--- src/rtl/secded_pkg.sv ---
package secded_pkg;

    // Smallest number of check bits r with 2**r >= data + r + 1.
    function automatic int chk_bits(input int dw);
        int res;
        res = 0;
        for (int r = 1; r < 16; r++) begin
            if (res == 0 && (1 << r) >= dw + r + 1) res = r;
        end
        return res;
    endfunction

    function automatic bit is_pow2(input int p);
        return (p > 0) && ((p & (p - 1)) == 0);
    endfunction

    // Position of the j-th data slot, counting upward from position 3.
    function automatic int data_pos(input int j);
        int seen;
        int res;
        seen = 0;
        res  = 0;
        for (int p = 1; p < 64; p++) begin
            if (!is_pow2(p)) begin
                if (seen == j && res == 0) res = p;
                seen++;
            end
        end
        return res;
    endfunction

    // Positions (>=1) whose index carries bit k.
    function automatic logic [63:0] grp_mask(input int k, input int cw);
        logic [63:0] m;
        m = '0;
        for (int p = 1; p < 64; p++) begin
            if (p < cw && ((p >> k) & 1) == 1) m[p] = 1'b1;
        end
        return m;
    endfunction

endpackage

--- src/rtl/secded_enc.sv ---
module secded_enc
    import secded_pkg::*;
#(
    parameter int DATA_W = 8,
    parameter int CHK_W  = 4,
    parameter int CW_W   = 13
) (
    input  logic [DATA_W-1:0] data_i,
    output logic [CW_W-1:0]   code_o
);

    logic [CW_W-1:0]  body;   // data in place, check slots zero
    logic [CW_W-1:0]  filled; // data and check bits, slot 0 zero
    logic [CHK_W-1:0] chk;

    for (genvar p = 0; p < CW_W; p++) begin : g_clear
        if (p == 0 || is_pow2(p)) begin : g_zero
            assign body[p] = 1'b0;
        end
    end

    for (genvar j = 0; j < DATA_W; j++) begin : g_place
        assign body[data_pos(j)] = data_i[DATA_W-1-j];
    end

    for (genvar k = 0; k < CHK_W; k++) begin : g_chk
        localparam logic [CW_W-1:0] MASK = CW_W'(grp_mask(k, CW_W));
        assign chk[k] = ~^(body & MASK);
    end

    for (genvar p = 0; p < CW_W; p++) begin : g_fill
        if (p == 0) begin : g_p0
            assign filled[p] = 1'b0;
        end else if (is_pow2(p)) begin : g_pk
            assign filled[p] = chk[$clog2(p)];
        end else begin : g_pd
            assign filled[p] = body[p];
        end
    end

    assign code_o = {filled[CW_W-1:1], ~^filled};

endmodule

--- src/rtl/secded_dec.sv ---
module secded_dec
    import secded_pkg::*;
#(
    parameter int DATA_W = 8,
    parameter int CHK_W  = 4,
    parameter int CW_W   = 13
) (
    input  logic [CW_W-1:0]   code_i,
    output logic [DATA_W-1:0] data_o,
    output logic              single_o,
    output logic              double_o,
    output logic [CHK_W-1:0]  syn_o
);

    localparam logic [CHK_W-1:0] LAST_POS = CHK_W'(CW_W - 1);

    logic [CHK_W-1:0] syn;
    logic             par_bad;
    logic             out_of_range;

    for (genvar k = 0; k < CHK_W; k++) begin : g_syn
        localparam logic [CW_W-1:0] MASK = CW_W'(grp_mask(k, CW_W));
        assign syn[k] = ~^(code_i & MASK);
    end

    assign par_bad      = ~^code_i;
    assign out_of_range = syn > LAST_POS;

    for (genvar j = 0; j < DATA_W; j++) begin : g_take
        localparam int POS = data_pos(j);
        assign data_o[DATA_W-1-j] = code_i[POS] ^ (par_bad && syn == CHK_W'(POS));
    end

    assign single_o = par_bad && !out_of_range;
    assign double_o = (!par_bad && syn != '0) || (par_bad && out_of_range);
    assign syn_o    = syn;

endmodule

--- src/rtl/secded_codec.sv ---
module secded_codec
    import secded_pkg::*;
#(
    parameter  int DATA_W = 8,
    localparam int CHK_W  = chk_bits(DATA_W),
    localparam int CW_W   = DATA_W + CHK_W + 1
) (
    input  logic              clk,
    input  logic              rst_n,
    input  logic              enc_valid_i,
    input  logic [DATA_W-1:0] enc_data_i,
    input  logic              dec_valid_i,
    input  logic [CW_W-1:0]   dec_code_i,
    output logic              enc_valid_o,
    output logic [CW_W-1:0]   enc_code_o,
    output logic              dec_valid_o,
    output logic [DATA_W-1:0] dec_data_o,
    output logic              dec_single_o,
    output logic              dec_double_o,
    output logic [CHK_W-1:0]  dec_syndrome_o
);

    typedef struct packed {
        logic              enc_v;
        logic [CW_W-1:0]   enc_code;
        logic              dec_v;
        logic [DATA_W-1:0] dec_data;
        logic              dec_single;
        logic              dec_double;
        logic [CHK_W-1:0]  dec_syn;
    } state_t;

    state_t st_d, st_q;

    logic [CW_W-1:0]   enc_word;
    logic [DATA_W-1:0] dec_word;
    logic              dec_sgl;
    logic              dec_dbl;
    logic [CHK_W-1:0]  dec_syn;

    secded_enc #(.DATA_W(DATA_W), .CHK_W(CHK_W), .CW_W(CW_W)) enc_i (
        .data_i (enc_data_i),
        .code_o (enc_word)
    );

    secded_dec #(.DATA_W(DATA_W), .CHK_W(CHK_W), .CW_W(CW_W)) dec_i (
        .code_i   (dec_code_i),
        .data_o   (dec_word),
        .single_o (dec_sgl),
        .double_o (dec_dbl),
        .syn_o    (dec_syn)
    );

    always_comb begin
        st_d       = st_q;
        st_d.enc_v = enc_valid_i;
        st_d.dec_v = dec_valid_i;
        if (enc_valid_i) begin
            st_d.enc_code = enc_word;
        end
        if (dec_valid_i) begin
            st_d.dec_data   = dec_word;
            st_d.dec_single = dec_sgl;
            st_d.dec_double = dec_dbl;
            st_d.dec_syn    = dec_syn;
        end
    end

    always_ff @(posedge clk or negedge rst_n) begin
        if (!rst_n) begin
            st_q <= '0;
        end else begin
            st_q <= st_d;
        end
    end

    assign enc_valid_o    = st_q.enc_v;
    assign enc_code_o     = st_q.enc_code;
    assign dec_valid_o    = st_q.dec_v;
    assign dec_data_o     = st_q.dec_data;
    assign dec_single_o   = st_q.dec_single;
    assign dec_double_o   = st_q.dec_double;
    assign dec_syndrome_o = st_q.dec_syn;

endmodule

--- config.mk ---
export PLATFORM = sky130hd
export DESIGN_NAME = secded_codec
export DESIGN_NICKNAME = d
export VERILOG_FILES = /design/src/rtl/secded_pkg.sv /design/src/rtl/secded_enc.sv /design/src/rtl/secded_dec.sv /design/src/rtl/secded_codec.sv
export SDC_FILE = /design/constraint.sdc
export NUM_CORES = 1
export LEC_CHECK = 0
export CAP_MARGIN = 20
export CORE_AREA = 3 3 68 70
export DETAILED_ROUTE_END_ITERATION = 10
export DIE_AREA = 0 0 71 73
export DONT_BUFFER_PORTS = 1
export SKIP_CTS_REPAIR_TIMING = 1
export SLEW_MARGIN = 25
export SYNTH_ARGS = -nofsm -noshare
export SYNTH_HDL_FRONTEND = slang
export SYNTH_SLANG_ARGS = --single-unit
--- constraint.sdc ---
create_clock -name clk -period 0.95 [get_ports clk]
set_input_delay 0.095 -clock clk [delete_from_list [all_inputs] [get_ports clk]]
set_output_delay 0.095 -clock clk [all_outputs]
set_load 0.01 [all_outputs]
==> results of run 1 <==
cell type report:
type	count	area share
clock buffer	7	0.0369
tap	50	0.0268
inverter	3	0.00696
multi-input combinational	112	0.497
timing repair buffer	28	0.109
sequential	29	0.310
clock inverter	1	0.0128
power by group through the flow:
stage | Sequential [µW] | Combinational (µW) | Clock [µW]
after detailed placement | 1760 | 1310 | 0
after floorplan | 1720 | 969 | 0
after global placement | 1760 | 1280 | 0
after global routing | 1770 | 1680 | 1420
final | 1730 | 1550 | 1340
after CTS | 1740 | 1320 | 1360
per-stage QoR:
step	power, µW	area [µm²]
final	4620	2340
after global routing	4860	2340
after CTS	4420	2130
after detailed placement	3070	2010
after global placement	3040	2010
after floorplan	2690	1870
placed cells by master (no fill, tap or decap), types with 2 or more instances in the layout:
| cell | instances |
|---|---|
| mux2_2 | 11 |
| nor2_1 | 12 |
| xnor2_2 | 4 |
| xor2_4 | 3 |
| xnor3_2 | 2 |
| xnor2_4 | 7 |
| xor2_2 | 2 |
| inv_1 | 2 |
| nand3_1 | 3 |
| mux2_4 | 2 |
| xnor2_1 | 22 |
| dfrtp_1 | 29 |
| xor2_1 | 2 |
| buf_6 | 2 |
| clkbuf_8 | 6 |
| o21ai_1 | 2 |
| nand4_1 | 4 |
| a21oi_2 | 6 |
| a21oi_1 | 12 |
| buf_4 | 15 |
| o211ai_1 | 2 |
| nand2_1 | 3 |
| dlygate4sd3_1 | 10 |
worst max-delay path, cell delays in order:
cell	delay [ns]
xor2_4	0.20
xnor3_2	0.49
or3_4	0.36
o21ai_0	0.26
a31oi_1	0.12
cells by family (layout without fill, tap and decap cells):
group | count (synthesis) | after routing | share of synthesized area
flops | 29 | 29 | 0.434
compound gates | 28 | 28 | 0.0966
buf+inv | 9 | 39 | 0.0255
simple gates | 27 | 27 | 0.0756
xor+xnor | 44 | 44 | 0.280
mux | 13 | 13 | 0.0876
registers in the layout (all words and copies together), names as in the netlist:
register / count
dec_valid_o: 1
dec_syndrome_o: 4
dec_single_o: 1
enc_code_o: 13
dec_double_o: 1
dec_data_o: 8
enc_valid_o: 1
per-layer routing:
metal / track usage / part of all wire
met1: 0.190 / 0.42
met3: 0.0606 / 0.074
met2: 0.236 / 0.49
met5: 0 / 0
met4: 0.0564 / 0.019
final timing paths:
| check | endpoint | slack (ns) | cells after the start |
|---|---|---|---|
| min | dec_valid_o | -0.15 | 0 |
| max | dec_data_o[0] | -0.43 | 5 |
| min reg2reg | dec_syndrome_o[1] | 0.53 | 1 |
| min in group asynchronous | dec_double_o | 0.25 | 2 |
| max in group asynchronous | dec_data_o[0] | 0.54 | 2 |
| max reg2reg | enc_code_o[10] | 0.14 | 1 |
==> out/results.ini, run 1 <==
[cells_and_area]
layout.cells.non_filler=230
n_antenna_cell=0
drive_above_1_share=0.383
multiInputGateArea_um2=1160
final_nets=204
synthToLayoutAreaGrowth_pct=40.0
final-seq-area_um2=726
final_util=0.580
n_fill_cell=361

[grt]
track_usage=0.151
grt_pass1_vias=1194
grt_pass1_wl_um=5970
overflow=0
antenna_found_initial=0
grt_max_degree=30

[synthesis]
async_reset_ff_frac=1.00
post-synth-top-area-cell=dfrtp_1
syn_area_um2=1670
ys_types=30
syn_inst=150
netlist_top_cells_area=dfrtp_1, xnor2_1, mux2_2
synth-seq-area-share=0.434
synth_fp_nets=175
synth-warning-count=0
synth_most_common_cell=xnor2_1
syn_avg_cell_area_um2=11.1
synth_edf_count=0
synth_common_cells=xnor2_1, dfrtp_1, a21oi_1
synth_ff_type=dfrtp_1
ys_ff_latch=29
yosys.area.top_type_share=0.434

[power]
p_sw_uw=1420
internal_power_uw=3200
power_frac_seq=0.375
clkPwrFrac=0.290
total_leakage_power_uw=0.000929
power_density_nw_per_um2=1980
p_comb_frac=0.335
netSwitchingFraction=0.307
peakVddDrop_mv=0.769

[clock_tree]
clk_pin_slew_ns=0.06
cts_tree=done
insertion_delay_ns=0.27
root_buffer=clkbuf_8
cts.path.max_buffers=2
cts.sinks=29
cts_buffers=5
htreeDepth=2

[setup_path]
start_kind=input pin
criticalPathCategory=in2reg
end_kind=flip-flop
worstReg2RegStart=enc_code_o[10]
arrival_ns=1.53
cp-startpoint=dec_code_i[7]
cp_max_fo=4
critPathRequiredTime_ns=1.10

[sta]
worst_pin_slew_ns=0.636
setup_viol=24
fin_setup_tns_ns=-6.32
setup_ws_ns=-0.432
drv_slew=0
fmax_mhz=724
hold_viol_final=16
clock_skew_ns=0
rsz0062_at_grt=yes
min_period_over_period=1.45
holdWs_ns=-0.154
relSlewSlack=0.575
min_period_ns=1.38

[detailed_routing]
postRouteWirelength_um=3890
routedWlPerCell_um=16.9
first_pass_iters=4
vias_per_cell=5.15
vias=1185
ant_nets=0
first_iter_violations=62
drt_drc_violations_left=0

[placed_design]
place.gp.congestion=0.897
dpl.hpwl_um=2820
dp.cells=210
post-place-ws_ns=-0.634
portBuffers=0

[hold_path]
hold_class=in2reg
min-delay-start=dec_valid_i

[floorplan]
core_um2=4030
die_h_um=73
dieArea_um2=5180
pin_count=54
start_util=0.415
rows=23
die_width_um=71

[outcome]
violations=hold timing, setup timing
status=complete, but fails checks

[job]
maxCapViolations=0

No activity file was read; power rests on OpenSTA's default activity.
==> run 2: changes to the inputs <==
--- a/config.mk
+++ b/config.mk
@@ -10,6 +10,7 @@
 export DETAILED_ROUTE_END_ITERATION = 10
 export DIE_AREA = 0 0 71 73
 export DONT_BUFFER_PORTS = 1
+export PLACE_DENSITY = 0.59
 export SKIP_CTS_REPAIR_TIMING = 1
 export SLEW_MARGIN = 25
 export SYNTH_ARGS = -nofsm -noshare
==> run 2 against run 1 <==
  * Largest cell class unchanged
  * Sequential share of layout area fell by 0.57 points
  * Total power fell by 5.5%
  * Clock-buffer cell count did not move
  * Global-route usage fell by 0.38 points
  * The run still ends with hold timing, setup timing left
  * Sequential cell count did not move
  * Cell area rose by 1.9%
  * Worst hold slack improved by 0.0046 ns
  * Critical path depth rose by 1
  * Register-to-register slack barely moved
==> out/results.ini, run 2 (synthesis gave the netlist of run 1 again) <==
[outcome]
status=complete, but fails checks  ; unchanged
violations=hold timing, setup timing  ; unchanged

[grt]
grt_max_degree=30  ; unchanged
grt_util_met3=0.0592  ; was 0.0606
busiest_layer=met2  ; unchanged
met1_usage=0.195  ; was 0.190
track_usage=0.148  ; was 0.151
grt_pass1_wl_um=5940  ; was 5970 µm
antenna_found_initial=0  ; unchanged
overflow=0  ; unchanged
grt.met2_usage=0.223  ; was 0.236
grt_pass1_vias=1231  ; was 1,194

[floorplan]
die_width_um=71  ; unchanged
core_um2=4030  ; unchanged
dieArea_um2=5180  ; unchanged
die_h_um=73  ; unchanged
rows=23  ; unchanged
start_util=0.415  ; unchanged
pin_count=54  ; unchanged

[power]
p_sw_uw=1400  ; was 1420 µW
power_frac_seq=0.400  ; was 0.375
internal_power_uw=2970  ; was 3200 µW
total_leakage_power_uw=0.000946  ; was 0.000929 µW
netSwitchingFraction=0.319  ; was 0.307
p_comb_frac=0.371  ; was 0.335
clkPwrFrac=0.229  ; was 0.290
peakVddDrop_mv=1.11  ; was 0.769 mV
power_density_nw_per_um2=1830  ; was 1980 nW/µm²

[sta]
setup_viol=12  ; was 24
setup_ws_ns=-0.364  ; was -0.432 ns
clock_skew_ns=0  ; unchanged
drv_slew=0  ; unchanged
hold_viol_final=29  ; was 16
fmax_mhz=761  ; was 724 MHz
worst_pin_slew_ns=0.358  ; was 0.636 ns
min_period_over_period=1.38  ; was 1.45
rsz0062_at_grt=yes  ; unchanged
holdWs_ns=-0.150  ; was -0.154 ns
min_period_ns=1.31  ; was 1.38 ns
relSlewSlack=0.760  ; was 0.575

[cells_and_area]
n_fill_cell=338  ; was 361
drive_above_1_share=0.410  ; was 0.383
final_nets=208  ; was 204
synthToLayoutAreaGrowth_pct=42.6  ; was 40.0%
final_common_cell=dfrtp_1  ; unchanged
n_antenna_cell=0  ; unchanged
final_util=0.591  ; was 0.580
mostFrequentLayoutCells=dfrtp_1, xnor2_1, buf_4  ; unchanged
layout.cells.non_filler=233  ; was 230
largest_reg_flops=13  ; unchanged

[setup_path]
critPathRequiredTime_ns=1.14  ; was 1.10 ns
start_kind=input pin  ; unchanged
end_kind=flip-flop  ; unchanged
criticalPathCategory=in2reg  ; unchanged
cp_max_fo=3  ; was 4
arrival_ns=1.51  ; was 1.53 ns

[placed_design]
post-place-ws_ns=-0.681  ; was -0.634 ns
place.gp.congestion=0.744  ; was 0.897
portBuffers=0  ; unchanged
dpl.hpwl_um=2860  ; was 2820 µm
dp.cells=211  ; was 210

[detailed_routing]
vias_per_cell=5.25  ; was 5.15
first_iter_violations=40  ; was 62
ant_nets=0  ; unchanged
routedWlPerCell_um=16.3  ; was 16.9 µm
first_pass_iters=4  ; unchanged
drt_drc_violations_left=0  ; unchanged
vias=1223  ; was 1,185
postRouteWirelength_um=3790  ; was 3890 µm

[clock_tree]
cts_buffers=5  ; unchanged
cts.path.max_buffers=2  ; unchanged
htreeDepth=2  ; unchanged
root_buffer=clkbuf_8  ; unchanged
cts.sinks=29  ; unchanged
insertion_delay_ns=0.27  ; about the same
clk_pin_slew_ns=0.06  ; about the same
cts_tree=done  ; unchanged

[job]
maxCapViolations=0  ; unchanged

[hold_path]
hold_class=in2reg  ; unchanged

-- run 2: routing by layer --
metal / up-vias / wire length, µm / part of all wire
met4: 0 / 29 / 0.0076
met5: - / 0 / 0
met2: 43 / 1840 / 0.48
met3: 4 / 281 / 0.074
met1: 604 / 1640 / 0.43
li1: 572 / - / -
-- run 2: worst max-delay path, stage by stage --
cell      delay [ns]
xnor2_4         0.16
xor3_2          0.47
or3_4           0.42
o211ai_2        0.15
o21ai_1         0.08
a31oi_1         0.14
-- run 2: stage by stage --
| step | TNS, ns | instance area [µm²] | power [µW] |
|---|---|---|---|
| global placement | -6.57 | 2020 | 3060 |
| CTS | -3.10 | 2110 | 4120 |
| global route | -3.45 | 2380 | 4630 |
| floorplan | -4.37 | 1870 | 2690 |
| finish | -2.65 | 2380 | 4370 |
| detailed placement | -7.06 | 2020 | 3090 |
-- run 2: cell type report --
type / instances / area, µm² / share of cell area
timing repair buffer: 32 / 287 / 0.120
multi-input combinational: 112 / 1200 / 0.506
clock buffer: 7 / 86.3 / 0.0362
inverter: 3 / 16.3 / 0.00683
tap: 50 / 62.6 / 0.0263
sequential: 29 / 726 / 0.305
-- run 2: power by group through the flow --
stage	registers (µW)	logic (µW)	clock network [µW]
after floorplan	1720	969	0
after global placement	1770	1290	0
after detailed placement	1770	1320	0
after CTS	1760	1330	1030
after global routing	1780	1760	1090
final	1750	1620	1000
-- run 2: worst paths after layout --
check,startpoint,endpoint,slack [ns],cells past startpoint
worst max-delay path,dec_code_i[3],dec_data_o[0],-0.36,6
worst min-delay path,enc_valid_i,enc_valid_o,-0.15,0
worst min register to register,dec_syndrome_o[0],dec_syndrome_o[0],0.53,1
min in group asynchronous,rst_n,enc_code_o[2],0.29,2
max in group asynchronous,rst_n,dec_single_o,0.50,2
worst max register to register,enc_code_o[3],enc_code_o[3],0.14,1
